<file path="src/rtl/chan_fifo_pkg.sv">
package chan_fifo_pkg;
  // Accepted FIFO operations for one clock, issued by control to datapath.
  typedef struct packed {
    logic txWr;
    logic txRd;
    logic rxWr;
    logic rxRd;
  } fifoStrobe_t;
endpackage

</file>
<file path="src/rtl/chan_fifo_lane.sv">
module chan_fifo_lane #(
  parameter int DATA_W    = 8,
  parameter int DEPTH_MAX = 128,
  parameter int CNT_W     = $clog2(DEPTH_MAX + 1)
) (
  input  logic              clk,
  input  logic              rstN,
  input  logic              wrEn,
  input  logic              rdEn,
  input  logic [DATA_W-1:0] wrData,
  output logic [DATA_W-1:0] rdData,
  output logic [CNT_W-1:0]  count
);
  localparam int PTR_W = (DEPTH_MAX > 1) ? $clog2(DEPTH_MAX) : 1;

  logic [DATA_W-1:0] store [DEPTH_MAX];
  logic [PTR_W-1:0]  wrPtr;
  logic [PTR_W-1:0]  rdPtr;

  function automatic logic [PTR_W-1:0] bump(input logic [PTR_W-1:0] p);
    if (p == PTR_W'(DEPTH_MAX - 1)) return '0;
    return p + 1'b1;
  endfunction

  always_ff @(posedge clk) begin
    if (wrEn) store[wrPtr] <= wrData;
  end

  always_ff @(posedge clk) begin
    if (!rstN) begin
      wrPtr  <= '0;
      rdPtr  <= '0;
      count  <= '0;
      rdData <= '0;
    end else begin
      if (wrEn) wrPtr <= bump(wrPtr);
      if (rdEn) begin
        rdPtr  <= bump(rdPtr);
        rdData <= store[rdPtr];
      end
      count <= count + CNT_W'(wrEn) - CNT_W'(rdEn);
    end
  end
endmodule

</file>
<file path="src/rtl/chan_fifo_dp.sv">
module chan_fifo_dp
  import chan_fifo_pkg::*;
#(
  parameter int DATA_W    = 8,
  parameter int DEPTH_MAX = 128,
  parameter int CNT_W     = $clog2(DEPTH_MAX + 1)
) (
  input  logic              clk,
  input  logic              rstN,
  input  fifoStrobe_t       strobe,
  input  logic [DATA_W-1:0] txWrData,
  input  logic [DATA_W-1:0] rxWrData,
  output logic [DATA_W-1:0] txRdData,
  output logic [DATA_W-1:0] rxRdData,
  output logic [CNT_W-1:0]  txCount,
  output logic [CNT_W-1:0]  rxCount
);
  chan_fifo_lane #(.DATA_W(DATA_W), .DEPTH_MAX(DEPTH_MAX), .CNT_W(CNT_W)) u_txLane (
    .clk(clk), .rstN(rstN), .wrEn(strobe.txWr), .rdEn(strobe.txRd),
    .wrData(txWrData), .rdData(txRdData), .count(txCount)
  );

  chan_fifo_lane #(.DATA_W(DATA_W), .DEPTH_MAX(DEPTH_MAX), .CNT_W(CNT_W)) u_rxLane (
    .clk(clk), .rstN(rstN), .wrEn(strobe.rxWr), .rdEn(strobe.rxRd),
    .wrData(rxWrData), .rdData(rxRdData), .count(rxCount)
  );
endmodule

</file>
<file path="src/rtl/chan_fifo_ctl.sv">
module chan_fifo_ctl
  import chan_fifo_pkg::*;
#(
  parameter int DEPTH_MAX  = 128,
  parameter int DEPTH_NORM = 32,
  parameter int CFG_W      = 8,
  parameter int CNT_W      = $clog2(DEPTH_MAX + 1)
) (
  input  logic             clk,
  input  logic             rstN,
  input  logic             dmaMode,
  input  logic [CFG_W-1:0] txLevelCfg,
  input  logic [CFG_W-1:0] rxLevelCfg,
  input  logic [CFG_W-1:0] flowHiCfg,
  input  logic [CFG_W-1:0] flowLoCfg,
  input  logic [CNT_W-1:0] rxTrigLevel,
  input  logic             txPush,
  input  logic             txPop,
  input  logic             rxPush,
  input  logic             rxPop,
  input  logic             rxTimeout,
  input  logic [CNT_W-1:0] txCount,
  input  logic [CNT_W-1:0] rxCount,
  output fifoStrobe_t      strobe,
  output logic             txReadyN,
  output logic             rxReadyN,
  output logic             txOverrun,
  output logic             rxOverrun
);
  localparam logic [CNT_W-1:0] CAP_EXT  = CNT_W'(DEPTH_MAX);
  localparam logic [CNT_W-1:0] CAP_NORM = CNT_W'(DEPTH_NORM);

  logic             extMode;
  logic [CNT_W-1:0] capNow;
  logic             txFull, rxFull, txEmpty, rxEmpty;
  logic [CNT_W-1:0] txNext, rxNext;
  logic             txPinNxt, rxPinNxt;

  assign extMode = (|txLevelCfg) | (|rxLevelCfg) | (|flowHiCfg) | (|flowLoCfg);
  assign capNow  = extMode ? CAP_EXT : CAP_NORM;

  assign txFull  = (txCount >= capNow);
  assign rxFull  = (rxCount >= capNow);
  assign txEmpty = (txCount == '0);
  assign rxEmpty = (rxCount == '0);

  always_comb begin
    strobe.txWr = txPush & ~txFull;
    strobe.txRd = txPop  & ~txEmpty;
    strobe.rxWr = rxPush & ~rxFull;
    strobe.rxRd = rxPop  & ~rxEmpty;
  end

  assign txNext = txCount + CNT_W'(strobe.txWr) - CNT_W'(strobe.txRd);
  assign rxNext = rxCount + CNT_W'(strobe.rxWr) - CNT_W'(strobe.rxRd);

  always_comb begin
    txPinNxt = dmaMode ? (txNext >= capNow) : (txNext != '0);
    rxPinNxt = rxReadyN;
    if (!dmaMode)                                  rxPinNxt = (rxNext == '0);
    else if (rxNext == '0)                         rxPinNxt = 1'b1;
    else if ((rxNext >= rxTrigLevel) || rxTimeout) rxPinNxt = 1'b0;
  end

  always_ff @(posedge clk) begin
    if (!rstN) begin
      txReadyN  <= 1'b0;
      rxReadyN  <= 1'b1;
      txOverrun <= 1'b0;
      rxOverrun <= 1'b0;
    end else begin
      txReadyN  <= txPinNxt;
      rxReadyN  <= rxPinNxt;
      txOverrun <= txPush & txFull;
      rxOverrun <= rxPush & rxFull;
    end
  end
endmodule

</file>
<file path="src/rtl/chan_fifo_ready.sv">
module chan_fifo_ready
  import chan_fifo_pkg::*;
#(
  parameter int DATA_W     = 8,
  parameter int DEPTH_MAX  = 128,
  parameter int DEPTH_NORM = 32,
  parameter int CNT_W      = $clog2(DEPTH_MAX + 1)
) (
  input  logic              clk,
  input  logic              rstN,
  input  logic              dmaMode,
  input  logic [7:0]        txLevelCfg,
  input  logic [7:0]        rxLevelCfg,
  input  logic [7:0]        flowHiCfg,
  input  logic [7:0]        flowLoCfg,
  input  logic [CNT_W-1:0]  rxTrigLevel,
  input  logic              txPush,
  input  logic [DATA_W-1:0] txPushData,
  input  logic              txPop,
  output logic [DATA_W-1:0] txPopData,
  input  logic              rxPush,
  input  logic [DATA_W-1:0] rxPushData,
  input  logic              rxPop,
  output logic [DATA_W-1:0] rxPopData,
  input  logic              rxTimeout,
  output logic [CNT_W-1:0]  txCount,
  output logic [CNT_W-1:0]  rxCount,
  output logic              txReadyN,
  output logic              rxReadyN,
  output logic              txOverrun,
  output logic              rxOverrun
);
  fifoStrobe_t strobe;

  chan_fifo_ctl #(
    .DEPTH_MAX(DEPTH_MAX), .DEPTH_NORM(DEPTH_NORM), .CFG_W(8), .CNT_W(CNT_W)
  ) u_ctl (
    .clk(clk), .rstN(rstN), .dmaMode(dmaMode),
    .txLevelCfg(txLevelCfg), .rxLevelCfg(rxLevelCfg),
    .flowHiCfg(flowHiCfg), .flowLoCfg(flowLoCfg),
    .rxTrigLevel(rxTrigLevel),
    .txPush(txPush), .txPop(txPop), .rxPush(rxPush), .rxPop(rxPop),
    .rxTimeout(rxTimeout), .txCount(txCount), .rxCount(rxCount),
    .strobe(strobe), .txReadyN(txReadyN), .rxReadyN(rxReadyN),
    .txOverrun(txOverrun), .rxOverrun(rxOverrun)
  );

  chan_fifo_dp #(.DATA_W(DATA_W), .DEPTH_MAX(DEPTH_MAX), .CNT_W(CNT_W)) u_dp (
    .clk(clk), .rstN(rstN), .strobe(strobe),
    .txWrData(txPushData), .rxWrData(rxPushData),
    .txRdData(txPopData), .rxRdData(rxPopData),
    .txCount(txCount), .rxCount(rxCount)
  );
endmodule

</file>
<file path="config.mk">
export PLATFORM = sky130hd
export DESIGN_NAME = chan_fifo_ready
export DESIGN_NICKNAME = d
export VERILOG_FILES = /design/src/rtl/chan_fifo_pkg.sv /design/src/rtl/chan_fifo_lane.sv /design/src/rtl/chan_fifo_dp.sv /design/src/rtl/chan_fifo_ctl.sv /design/src/rtl/chan_fifo_ready.sv
export SDC_FILE = /design/constraint.sdc
export NUM_CORES = 2
export LEC_CHECK = 0
export BUFFER_PORTS_ARGS = -buffer_cell sky130_fd_sc_hd__buf_2
export CAP_MARGIN = 20
export CORE_MARGIN = 2
export CORE_UTILIZATION = 50
export CTS_CLUSTER_DIAMETER = 100
export DETAILED_ROUTE_END_ITERATION = 7
export GPL_TIMING_DRIVEN = 0
export PLACE_DENSITY = 0.75
export SYNTH_ARGS = -nofsm -noshare
export SYNTH_HDL_FRONTEND = slang
export SYNTH_SLANG_ARGS = --single-unit
export TNS_END_PERCENT = 5
</file>
<file path="constraint.sdc">
create_clock -name clk -period 5.05 [get_ports clk]
set_input_delay 0.505 -clock clk [delete_from_list [all_inputs] [get_ports clk]]
set_output_delay 0.505 -clock clk [all_outputs]
set_load 0.05 [all_outputs]
</file>
==> impl_metrics.yaml <==
logic_synthesis:
  ys_top_cells_by_count: "2048 x sky130_fd_sc_hd__edfxtp_1, 459 x sky130_fd_sc_hd__mux4_2, 325 x sky130_fd_sc_hd__nor2_1, 178 x sky130_fd_sc_hd__mux2i_1, 112 x sky130_fd_sc_hd__nand2_1"
  synth_simple_gate_area_share_pct: 3.29
  post_synth_edffs: 2048
  yosys-mux-area-fraction_pct: 14.8
  most_frequent_cell_after_synthesis: "sky130_fd_sc_hd__edfxtp_1"
  synth_area_sq_mm: 0.0830
  syn_area_per_cell_sq_um: 20.1
  synth_top_family_by_area: "multiplexers"
  yosysTopAreaCell: "sky130_fd_sc_hd__edfxtp_1"
  asyncSetResetFlopFracSynth_pct: 0
  synth.net_count: 4238
  synth.distinct_cells: 71
  synth.ff_latch_count: 2112
  synth-compound-area-share_pct: 3.50
  synth_top_cells_by_area: "sky130_fd_sc_hd__edfxtp_1 74%, sky130_fd_sc_hd__mux4_2 12%, sky130_fd_sc_hd__mux2i_1 2.1%"
  postSynth.topFlopCell: "sky130_fd_sc_hd__edfxtp_1"
  synth_warnings: 0
  post_synth_fa_ha_maj_area_fraction_pct: 0.652
  synth_cells: 4132
  post_synth_xor_area_fraction_pct: 0.317
  yosysTopAreaCellShare_pct: 74.1
  ys_seq_area_share_pct: 75.7
final_layout:
  final.fill_count: 11800
  layout.core_utilization_pct: 56.8
  design.final.nets: 4584
  drive_above_1_share_pct: 21.9
  instances_no_fill: 6830
  layout.area.seq_sq_mm: 0.0628
  multi_input_comb_area_sq_mm: 0.0187
  synthToLayoutAreaGrowth_pct: 12.8
route:
  drc: 0
  first_iter_violations: 8275
  avgRoutedWirePerCell_microns: 35.1
  drt-total-wl_microns: 240000
  route.vias.total: 45500
  vias_per_cell: 6.66
  ant_nets: 0
  drt_pre_antenna_iters: 7
global_route:
  global_route.usage.total_pct: 28.2
  grt_pass1_wl_microns: 334000
  grt_pass1_vias: 44500
  maximum_number_of_pins_on_one_net_before_global_route_repair: 101
  overflow: 0
  grt_antenna_before_repair: 5
place:
  place_inst: 6459
  placement.io_buffers: 98
  dp_worst_setup_slack_ns: -0.646
  dp.final_hpwl_microns: 155000
  gp_routability_congestion: 1.00
floorplanning:
  ioPinCount: 100
  initial_core_utilization_pct: 50.3
  core.rowCount: 149
  floorplan.core_area_sq_mm: 0.165
  dieArea_sq_mm: 0.169
  die_width_microns: 411
  die-height_microns: 411
critical_path:
  crit_chain: "inv_1 > ha_1 > or3b_2 > o21ai_2 > clkinv_1 > ha_1 > inv_1 > ha_1 > a21o_1 > a21oi_1 > o21bai_1 > a2111oi_0 > nor3_1 > xnor2_1 > ha_1 > o21ai_0 > o21ai_0 > o211ai_1"
  timing.critical_path.slowest_stage_cell: "sky130_fd_sc_hd__clkinv_1"
  worst_ep_required_time_ns: 5.70
  rrSetupSlack_ns: 0.21
  endpoint: "u_ctl.rxReadyN"
  cp-startpoint: "u_dp.u_rxLane.count[3]"
  worst_path_most_repeated_cell: "sky130_fd_sc_hd__ha_1"
  timing_worst_setup_path_type: "register to register"
  worstSetupStartpointType: "register"
  reg2reg_from: "u_dp.u_rxLane.count[3]"
  worstSetupEndpointType: "register"
  critPathArrivalTime_ns: 5.49
  reg2reg_path_depth: 18
  worst-path-max-fanout: 8
  reg_to_reg_end: "u_ctl.rxReadyN"
  worst_path_largest_cell_delay_ns: 0.57
clocking:
  clk_path_buf_depth: 3
  tritoncts: "done"
  h-tree-depth: 4
  clock_insertion_delay_worst_skew_ns: 0.86
  path_clk_slew_ns: 0.06
  clock-root-buffer: "sky130_fd_sc_hd__clkbuf_16"
  cts_made_buffers: 201
  tritoncts_num_sinks: 2112
power_and_ir_drop:
  p_per_area_mw_per_mm2: 434
  static-leakage-power_uw: 0.0291
  irDropWorstVdd_v: 0.000426
  total_power_uw: 40600
sta:
  slew_viol_final: 0
  tightestPinTransition_ns: 1.29
  layout_min_cycle_time_ns: 4.84
  report.final.hold_viol_count: 0
  rsz0062_at_grt: "false"
  setup_viol: 0
  fmax_mhz: 206
  min_setup_slack_post_route_ns: 0.207
  hold_slack_ns: 0.0886
  finClkSkew_ns: 0.0538
  finalCritPeriodShare_pct: 95.9
  slew-limit-headroom_pct: 14.1
job:
  drv.max_cap_violation_count: 0
hold_path:
  hold_path.class: "input port to register"
run_status:
  outcome: "complete, no violations"
==> state kept, by name (all words and copies together), names as in the netlist, 8 cells and up <==
| signal | flops |
|---|---|
| u_dp.u_rxLane.store | 1024 |
| u_dp.u_txLane.store | 1024 |
| u_dp.u_txLane.count | 8 |
| u_dp.u_rxLane.count | 8 |
| u_dp.u_rxLane.rdData | 8 |
| u_dp.u_txLane.rdData | 8 |
==> worst min path at each step <==
stage                       startpoint                       to  slack [ns]  depth (start not counted)
3_3_place_gp   u_dp.u_rxLane.rdData[2]  u_dp.u_rxLane.rdData[2]        0.46                          2
3_5_place_dp   u_dp.u_rxLane.rdData[7]  u_dp.u_rxLane.rdData[7]        0.45                          2
2_1_floorplan   u_dp.u_rxLane.wrPtr[1]   u_dp.u_rxLane.wrPtr[1]        0.51                          2
5_1_grt                        dmaMode           u_ctl.txReadyN        0.07                          3
6_report                       dmaMode           u_ctl.txReadyN        0.09                          3
4_1_cts                        dmaMode           u_ctl.txReadyN        0.05                          3
==> worst max-delay path: cells and delay by family (launching register included) <==
kind	cells	cell delay (ns)
adders and majority gates	4	1.09
DFF	1	0.33
and+or+nand+nor	2	0.62
AOI/OAI and AO/OA	8	1.75
buffers and inverters	3	0.69
xor gates and xnor gates	1	0.19
==> layer usage <==
layer  part of all wire (%)  global-route usage, %  vias up
li1                       -                      -    17700
met1                     34                   36.2    23100
met2                     47                   43.7     3849
met3                     13                   7.69      770
met4                    6.7                   15.8        8
met5                  0.017                      0        -
==> kinds of logic (layout without fill, tap and decap cells) <==
group	Yosys count	count (layout)
xor gates and xnor gates	30	30
DFF	2112	2112
other	0	1
adders and majority gates	42	42
AOI/OAI and AO/OA	408	408
buffers and inverters	273	781
and+or+nand+nor	621	621
muxes	646	646
==> report_power, final <==
group          leakage, uW  internal, uW  switching (uW)  total (uW)
logic              0.00698          2310            3870        6180
registers           0.0189         19400             126       19500
clock network      0.00316          8370            6600       15000
==> layout make-up <==
class	count	share of cell area, %
plain buffers	223	1.40
multi-input cells	1747	20.0
clock buffers	256	5.75
well taps	2189	2.93
flip-flops and latches	2112	67.1
inverters	50	0.201
repair buffers	143	1.52
clock inverters	109	1.15
diodes	1	0.00267
==> timing repair <==
item | 4_1_cts | 5_1_grt
endpoints found under the setup margin | 0 | 81
setup buffers | 0 | 0
resized for setup | 0 | 1
hold buffers | 3 | 0
endpoints found under the hold margin | 3 | 0
==> stage by stage <==
step	setup TNS, ns	area (sq um)
floorplan	0	83000
global placement	-404.83	86200
detailed placement	-367.96	87100
CTS	0	93600
global route	0	93600
finish	0	93600
==> cells in the final DEF, fill, tap and decap left out, types with 14 or more instances in the layout <==
master,synthesis,layout
sky130_fd_sc_hd__clkinv_2,0,34
sky130_fd_sc_hd__buf_4,31,48
sky130_fd_sc_hd__a21oi_1,82,82
sky130_fd_sc_hd__nand3_1,41,41
sky130_fd_sc_hd__clkinv_1,2,40
sky130_fd_sc_hd__buf_2,54,136
sky130_fd_sc_hd__nand4_1,14,14
sky130_fd_sc_hd__inv_1,46,46
sky130_fd_sc_hd__ha_1,40,40
sky130_fd_sc_hd__a211oi_1,24,23
sky130_fd_sc_hd__nor2_1,325,325
sky130_fd_sc_hd__nor3_1,31,31
sky130_fd_sc_hd__dfxtp_1,64,64
sky130_fd_sc_hd__xor2_1,20,20
sky130_fd_sc_hd__o31ai_1,16,16
sky130_fd_sc_hd__edfxtp_1,2048,2048
sky130_fd_sc_hd__mux2i_1,178,178
sky130_fd_sc_hd__and2_1,15,15
sky130_fd_sc_hd__o21ai_0,53,53
sky130_fd_sc_hd__clkbuf_1,88,134
sky130_fd_sc_hd__o22ai_1,18,18
sky130_fd_sc_hd__clkbuf_16,0,206
sky130_fd_sc_hd__buf_8,7,25
sky130_fd_sc_hd__nand2_1,112,112
sky130_fd_sc_hd__a221oi_1,40,40
sky130_fd_sc_hd__bufinv_16,0,16
sky130_fd_sc_hd__nor2b_1,27,27
sky130_fd_sc_hd__mux4_2,459,459
sky130_fd_sc_hd__buf_6,26,29
sky130_fd_sc_hd__a22oi_1,60,60
sky130_fd_sc_hd__o221ai_1,28,28
sky130_fd_sc_hd__buf_1,16,16
sky130_fd_sc_hd__buf_16,0,20
(Power assumes the default switching activity.)
